--- config.mk ---
export PLATFORM = sky130hd
export DESIGN_NAME = rns_crt_converter
export DESIGN_NICKNAME = d
export VERILOG_FILES = /design/src/rtl/rns_crt_pkg.sv /design/src/rtl/rns_crt_terms.sv /design/src/rtl/rns_eac_csa.sv /design/src/rtl/rns_eac_cpa.sv /design/src/rtl/rns_quot_adder.sv /design/src/rtl/rns_crt_converter.sv
export SDC_FILE = /design/constraint.sdc
export NUM_CORES = 1
export LEC_CHECK = 0
export BUFFER_PORTS_ARGS = -buffer_cell sky130_fd_sc_hd__buf_4
export CAP_MARGIN = 10
export CORE_MARGIN = 10
export CORE_UTILIZATION = 54
export DETAILED_ROUTE_END_ITERATION = 8
export PLACE_DENSITY_LB_ADDON = 0.3
export SLEW_MARGIN = 20
export SYNTH_ARGS = -nofsm -noshare
export SYNTH_HDL_FRONTEND = slang
export SYNTH_SLANG_ARGS = --single-unit
--- constraint.sdc ---
create_clock -name vclk -period 6.9
set_input_delay 0.345 -clock vclk [all_inputs]
set_output_delay 0.345 -clock vclk [all_outputs]
set_load 0.005 [all_outputs]
--- src/rtl/rns_crt_pkg.sv ---
package rns_crt_pkg;

    // Default channel parameter: widths are 2N+1, 2N and N bits.
    parameter int unsigned RNS_N_DEF = 4;

    // Power of two as a 64-bit value, used by the checking arithmetic.
    function automatic logic [63:0] pow2(input int unsigned k);
        return 64'd1 << k;
    endfunction

    // Modulo reduction in 64-bit arithmetic, used by the checking arithmetic.
    function automatic logic [63:0] modr(input logic [63:0] v, input logic [63:0] m);
        return v % m;
    endfunction

endpackage

--- src/rtl/rns_crt_terms.sv ---
module rns_crt_terms
    import rns_crt_pkg::*;
#(
    parameter int unsigned N = RNS_N_DEF
) (
    input  logic [2*N:0]           x1,
    input  logic [2*N-1:0]         x2,
    input  logic [N-1:0]           x3,
    output logic [4:0][2*N:0]      u
);
    localparam int unsigned W1 = 2 * N + 1;
    localparam logic [63:0] M1 = pow2(W1) - 64'd1;

    logic [W1-1:0] x2w;
    logic [63:0]   v1, v2, v3, e0, e1, e2, e3, e4;

    always_comb begin
        x2w  = {1'b0, x2};
        // -2^(N+2)*x1: rotate left by N+2, then invert
        u[0] = ~((x1 << (N + 2)) | (x1 >> (W1 - N - 2)));
        // -4*x1: rotate left by 2, then invert
        u[1] = ~((x1 << 2) | (x1 >> (W1 - 2)));
        // 2^(N+1)*x2: rotate left by N+1
        u[2] = (x2w << (N + 1)) | (x2w >> (W1 - N - 1));
        // 2*x2: fits without wrap
        u[3] = {x2, 1'b0};
        // 2^(N+1)*x3 + 2*x3: two copies of x3 side by side
        u[4] = {x3, x3, 1'b0};

        v1 = modr(64'(x1), M1);
        v2 = 64'(x2) % M1;
        v3 = 64'(x3);
        e0 = (M1 - modr(pow2(N + 2) * v1, M1)) % M1;
        e1 = (M1 - modr(64'd4 * v1, M1)) % M1;
        e2 = modr(pow2(N + 1) * v2, M1);
        e3 = modr(64'd2 * v2, M1);
        e4 = modr((pow2(N + 1) + 64'd2) * v3, M1);


        term_mod_chk: assert (modr(64'(u[0]), M1) == e0 && modr(64'(u[1]), M1) == e1
                              && modr(64'(u[2]), M1) == e2 && modr(64'(u[3]), M1) == e3
                              && modr(64'(u[4]), M1) == e4)
            else $error("term congruence broken");
    end

endmodule

--- src/rtl/rns_eac_csa.sv ---
module rns_eac_csa
    import rns_crt_pkg::*;
#(
    parameter int unsigned W = 9
) (
    input  logic [W-1:0] a,
    input  logic [W-1:0] b,
    input  logic [W-1:0] c,
    output logic [W-1:0] s,
    output logic [W-1:0] cy
);
    localparam logic [63:0] MW = pow2(W) - 64'd1;

    logic [W-1:0] maj;

    always_comb begin
        s   = a ^ b ^ c;
        maj = (a & b) | (a & c) | (b & c);
        // carries move up one place; the top carry wraps to bit 0
        cy  = {maj[W-2:0], maj[W-1]};


        csa_mod_chk: assert (modr(64'(s) + 64'(cy), MW) == modr(64'(a) + 64'(b) + 64'(c), MW))
            else $error("carry-save congruence broken");
    end

endmodule

--- src/rtl/rns_eac_cpa.sv ---
module rns_eac_cpa
    import rns_crt_pkg::*;
#(
    parameter int unsigned W = 9
) (
    input  logic [W-1:0] a,
    input  logic [W-1:0] b,
    output logic [W-1:0] sum
);
    localparam logic [63:0] MW = pow2(W) - 64'd1;

    logic [W:0]   raw;
    logic [W-1:0] fold;

    always_comb begin
        raw  = {1'b0, a} + {1'b0, b};
        fold = raw[W-1:0] + W'(raw[W]);
        // all ones is the second code for zero: hand zero on
        sum  = (fold == {W{1'b1}}) ? '0 : fold;


        cpa_canon_chk: assert (64'(sum) == modr(64'(a) + 64'(b), MW))
            else $error("one's-complement sum not canonical");
    end

endmodule

--- src/rtl/rns_quot_adder.sv ---
module rns_quot_adder
    import rns_crt_pkg::*;
#(
    parameter int unsigned N = RNS_N_DEF
) (
    input  logic [2*N:0]   a_val,
    input  logic [2*N-1:0] x2,
    input  logic [N-1:0]   x3,
    output logic [3*N:0]   q
);
    localparam int unsigned WQ = 3 * N + 1;
    localparam logic [63:0] QMASK = pow2(WQ) - 64'd1;

    logic [WQ-1:0] b1, b2, b3, s, cvec;
    logic [WQ-2:0] maj;
    logic [63:0]   expq;

    always_comb begin
        b1   = {{(N + 1){1'b1}}, ~x2};       // -x2 - 1
        b2   = {a_val, x3};                 // 2^N*A + x3
        b3   = {{N{1'b1}}, ~a_val};         // -A - 1
        s    = b1 ^ b2 ^ b3;
        maj  = (b1[WQ-2:0] & b2[WQ-2:0]) | (b1[WQ-2:0] & b3[WQ-2:0])
             | (b2[WQ-2:0] & b3[WQ-2:0]);
        // the empty bit 0 of the carry vector and the carry-in restore both -1 terms
        cvec = {maj, 1'b1};
        q    = s + cvec + WQ'(1);

        expq = (64'(x3) - 64'(x2) + (pow2(N) - 64'd1) * 64'(a_val)) & QMASK;

        quot_sum_chk: assert (64'(q) == expq)
            else $error("quotient sum wrong");
    end

endmodule

--- src/rtl/rns_crt_converter.sv ---
module rns_crt_converter
    import rns_crt_pkg::*;
#(
    parameter int unsigned N = RNS_N_DEF
) (
    input  logic [2*N:0]   res_big,
    input  logic [2*N-1:0] res_pow2,
    input  logic [N-1:0]   res_small,
    output logic [5*N:0]   bin_out
);
    localparam int unsigned W1 = 2 * N + 1;
    localparam int unsigned WQ = 3 * N + 1;
    localparam int unsigned NCSA = 3;
    localparam logic [63:0] M1 = pow2(W1) - 64'd1;

    logic [4:0][W1-1:0] u;
    logic [W1-1:0]      s_ch [NCSA+1];
    logic [W1-1:0]      c_ch [NCSA+1];
    logic [W1-1:0]      a_val;
    logic [WQ-1:0]      q;
    logic [63:0]        ka, kb, expa;

    rns_crt_terms #(.N(N)) u_terms (
        .x1 (res_big),
        .x2 (res_pow2),
        .x3 (res_small),
        .u  (u)
    );

    assign s_ch[0] = u[0];
    assign c_ch[0] = u[1];

    for (genvar i = 0; i < NCSA; i++) begin : g_csa
        rns_eac_csa #(.W(W1)) u_csa (
            .a  (s_ch[i]),
            .b  (c_ch[i]),
            .c  (u[i+2]),
            .s  (s_ch[i+1]),
            .cy (c_ch[i+1])
        );
    end

    rns_eac_cpa #(.W(W1)) u_cpa (
        .a   (s_ch[NCSA]),
        .b   (c_ch[NCSA]),
        .sum (a_val)
    );

    rns_quot_adder #(.N(N)) u_quot (
        .a_val (a_val),
        .x2    (res_pow2),
        .x3    (res_small),
        .q     (q)
    );

    always_comb begin
        bin_out = {q, res_pow2};

        ka   = M1 - modr(pow2(N + 2) + 64'd4, M1);
        kb   = pow2(N + 1) + 64'd2;
        expa = modr(ka * modr(64'(res_big), M1) + kb * 64'(res_pow2)
                    + kb * 64'(res_small), M1);

        a_form_chk: assert (64'(a_val) == expa)
            else $error("stage-one value wrong");
    end

endmodule

# After elaboration in Yosys (flattened, before gate mapping)
# Cells that the tools add are included.
# Widths: inputs -> output; s select.
[word_totals] register_bits=0 elab_cells=41
[classes] addsub=4 n_eq_ne=1 muxes=1 bitwise_logic=35
[ops] op="$and 9x9->9" n=9
[ops] op="$or 9x9->9" n=6
[ops] op="$xor 9x9->9" n=6
[ops] op="$and 12x12->12" n=3
[ops] op="$not 9->9" n=3
[ops] op="$xor 13x13->13" n=2
[ops] op="$or 12x12->12" n=2
[ops] op="$add 13x1->13 const B" n=1
[ops] op="$add 13x13->13" n=1
[ops] op="$add 9x9->10" n=1
[ops] op="$add 9x1->9" n=1
[ops] op="$eq 9x9->1 const B" n=1
[ops] op="$mux 9" n=1
[ops] op="$or 9x2->9" n=1
[ops] op="$or 9x4->9" n=1
[ops] op="$or 9x6->9" n=1
[ops] op="$not 8->8" n=1

# Depth between registers and ports, before layout
[depth] word_depth=21 ltp_mapped=32

# Cells and area by module
# A second synthesis with hierarchy kept.
[hier_totals] cells_unflattened=267 hier_area_um2=2376.0
[by_module_without_submodules] module="rns_eac_cpa" n_inst=1 cells_per_inst=105 area_each_um2=804.5 seq_area_each_um2=0.0
[by_module_without_submodules] module="rns_quot_adder" n_inst=1 cells_per_inst=81 area_each_um2=663.1 seq_area_each_um2=0.0
[by_module_without_submodules] module="rns_eac_csa" n_inst=3 cells_per_inst=9 area_each_um2=180.2 seq_area_each_um2=0.0
[by_module_without_submodules] module="rns_crt_terms" n_inst=1 cells_per_inst=46 area_each_um2=307.8 seq_area_each_um2=0.0
[by_module_without_submodules] module="rns_crt_converter" n_inst=1 cells_per_inst=8 area_each_um2=60.1 seq_area_each_um2=0.0

# Least setup slack after synthesis
# Ideal clock, no wire load.
[synth_path] kind="input port to output port" startpoint="input port res_big[0]" endpoint="output port bin_out[20]" arrival_time_ns=6.901 required_time_ns=6.555 setup_slack_ns=-0.346 stages=31 path_buffers=2 path_cell_list="inv_1 fa_1 inv_1 fa_1 fa_1 inv_1 ha_1 buf_6 a211oi_1 o211ai_1 a31oi_1 o21bai_1 ha_1 nor2b_1 and2_1 xnor3_1 o311ai_1 a221o_1 nor3_2 buf_4 nor2_1 fa_1 inv_1 ha_1 nor2b_1 o21ai_0 a21boi_0 nor4b_1 o31ai_1 or3_1 o221a_1"
[synth_between] elab_chain_len=21 word_cells_on_any_way=39 cone_classes="add/sub: 4; eq/ne: 1; mux: 1; bitwise: 33"
[synth_lines] element="start, declared" line="rns_crt_converter.sv:6" rtl="input logic [2*N:0] res_big,"
[synth_lines] element="$or 9x6->9 or $or 9x2->9 (tied branches)" line="rns_crt_terms.sv:20, rns_crt_terms.sv:22"
[synth_lines] element="$not 9->9 (on tied branches)" line="rns_crt_terms.sv:20, rns_crt_terms.sv:22"
[synth_lines] element="$and 9x9->9" line="rns_eac_csa.sv:18" rtl="maj = (a & b) | (a & c) | (b & c);"
[synth_lines] element="$or 9x9->9 (2 in series)" line="rns_eac_csa.sv:18"
[synth_lines] element="$and 9x9->9" line="rns_eac_csa.sv:18"
[synth_lines] element="$or 9x9->9 (2 in series)" line="rns_eac_csa.sv:18"
[synth_lines] element="$and 9x9->9" line="rns_eac_csa.sv:18"
[synth_lines] element="$or 9x9->9 (2 in series)" line="rns_eac_csa.sv:18"
[synth_lines] element="[... 2 more ...]"
[synth_lines] element="$eq 9x9->1" line="rns_eac_cpa.sv:19" rtl="sum = (fold == {W{1'b1}}) ? '0 : fold;"
[synth_lines] element="$mux 9 (*)" line="rns_eac_cpa.sv:19"
[synth_lines] element="$not 9->9" line="rns_quot_adder.sv:21" rtl="b3 = {{N{1'b1}}, ~a_val};"
[synth_lines] element="$and 12x12->12" line="rns_quot_adder.sv:23" rtl="maj = (b1[WQ-2:0] & b2[WQ-2:0]) | (b1[WQ-2:0] & b3[WQ-2:0])"
[synth_lines] element="$or 12x12->12" line="rns_quot_adder.sv:23"
[synth_lines] element="$or 12x12->12" line="rns_quot_adder.sv:24" rtl="| (b2[WQ-2:0] & b3[WQ-2:0]);"
[synth_lines] element="$add 13x13->13 (*)" line="rns_quot_adder.sv:27" rtl="q = s + cvec + WQ'(1);"
[synth_lines] element="$add 13x1->13 (*)" line="rns_quot_adder.sv:27"
[synth_lines] element="end, declared" line="rns_crt_converter.sv:9" rtl="output logic [5*N:0] bin_out"
# Mark *: on every way between the ends. The rest lies on a longest branch, timed or not.

# Final worst setup path
[layout_path] startpoint="input port res_big[2]" endpoint="output port bin_out[19]"
# Same word-level chain as after synthesis.

==> impl_metrics.tcl <==
set metrics [dict create \
    status "finished, violations left" \
    violations "negative setup slack" \
    grt.overflow.total 0 \
    gp_routability_congestion 0.924 \
    rsz0062_at_grt "true" \
    initial_core_util_pct 56.9 \
    syn_nets 351 \
    num-fill-cells 129 \
    cts_hold_buffers 0 \
    layout_commonest_cell "buf_4" \
    tightest_slew_ns 0.532 \
    ios 42 \
    setup_viol 10 \
    port_buffers 42 \
    drt_pass1_iterations 5 \
    crit_slowest_cell "fa_1" \
    nets 494 \
    dp_hpwl_mm 6.32 \
    max-cap-violations 0 \
    worstPathMaxFanout 6 \
    via_per_inst 6.86 \
    path_common_cell "inv_1" \
    globalRouteTotalUtil_pct 26.2 \
    num-clock-buffers 0 \
    avgSynthCellArea_um2 8.54 \
    start_kind "input port" \
    post_drt_wl_per_cell_um 28.5 \
    slew_violations 0 \
    max_freq_ghz 0.122 \
    fin_ws_ns -1.30 \
    drive_above_1_share_pct 52.8 \
    min_to "bin_out[4]" \
    drc_errors 0 \
    grt_antenna_before_repair 0 \
    dieHeight_um 85.6 \
    crit_arrival_ns 7.85 \
    rows 23 \
    synth_cell_type_count 60 \
    antenna_cells 0 \
    min_period_ns 8.20 \
    final_util_pct 93.3 \
    hold_depth 3 \
    critPathRequiredTime_ns 6.55 \
    core_um2 4090 \
    die_w_um 85.6 \
    ys_seq_area_share_pct 0 \
    period_share_pct 119 \
    areaGrowthSynthToFinish_pct 64.1 \
    hold_violations 0 \
    syn_area_um2 2320 \
    hp-start "res_pow2[4]" \
    syn_inst 272 \
    grt_pass1_wl_mm 15.8 \
    yosysWarningCount 0 \
    startpoint "res_big[2]" \
    finalWirelength_mm 13.2 \
    crit_type "input port to output port" \
    fp.dieArea_um2 7330 \
    seq_cells 0 \
    grt_pass1_vias 3118 \
    via_count 3175 \
    grt_max_degree 9 \
    slowest_delay_ns 0.63 \
    hp-class "input port to output port" \
    regArea_um2 0 \
    endpoint_kind "output port" \
    drtIter0Drc 338 \
    ant_nets 0 \
    final_cell_mix "147 x buf_4, 52 x inv_1, 31 x fa_1" \
    relSlewSlack_pct 64.5 \
]
worst max path at each step:
stage	endpoint	cells after the start
floorplan	bin_out[19]	31
global route	bin_out[19]	32
CTS	bin_out[19]	31
finish	bin_out[19]	32
detailed placement	bin_out[19]	29
global placement	bin_out[19]	29
kinds of logic after synthesis:
group           Yosys count  synth area share, %
compound gates           65                 20.8
xor+xnor                 17                 7.65
fa+ha+maj                58                 42.2
buf+inv                  74                 14.1
simple gates             58                 15.2
worst max-delay path: cells and delay by family:
| kind | cells | cell delay, ns |
|---|---|---|
| xor+xnor | 1 | 0.25 |
| simple gates | 6 | 1.34 |
| buf+inv | 7 | 0.84 |
| compound gates | 11 | 2.43 |
| fa+ha+maj | 7 | 2.65 |
Yosys cell counts (3+ instances only):
cell type,count,area [um^2]
a211oi_1,3,22.5
a21oi_1,15,75.1
buf_4,9,67.6
fa_1,34,681
ha_1,24,300
inv_1,62,233
nand2_1,7,26.3
nand2b_1,7,43.8
nor2_1,12,45.0
nor2b_1,5,31.3
o211ai_1,4,30.0
o21a_1,6,45.0
o21ai_0,7,35.0
o21ai_1,4,20.0
o31a_1,3,26.3
or4_1,3,22.5
xnor2_1,11,96.3
xor2_1,3,26.3
repair_timing:
item                       in CTS  in global routing
resized for setup              35                 30
buffers inserted               14                 14
pin swaps                      17                 23
setup endpoints to repair       7                  9
stage by stage:
step / hold slack (ns) / setup WS [ns] / cell area (um^2) / instances / TNS (ns)
floorplan: 0.771 / -0.0846 / 2390 / 272 / -0.0934
global placement: 0.974 / -0.602 / 3300 / 435 / -1.88
detailed placement: 0.976 / -0.806 / 3300 / 435 / -3.28
CTS: 0.977 / -0.464 / 3570 / 449 / -1.01
global route: 0.989 / -1.37 / 3810 / 463 / -7.52
finish: 0.976 / -1.30 / 3810 / 463 / -7.10
metal layers:
layer / GRT usage, % / routed length, um / part of all wire [%]
met1: 26.9 / 4010 / 30
met2: 48.1 / 5890 / 45
met3: 5.01 / 1870 / 14
met4: 15.7 / 1400 / 11
met5: 0 / 0 / 0
final cells by class:
class	count	area [um^2]	area share, %
inverters	62	248	6.50
repair buffers	153	1180	30.9
multi-input cells	198	2320	60.9
well taps	50	62.6	1.64
Power is left out: the tool's default activity adds up to more than one toggle a clock period on the data nets, which glitch-free logic cannot reach.
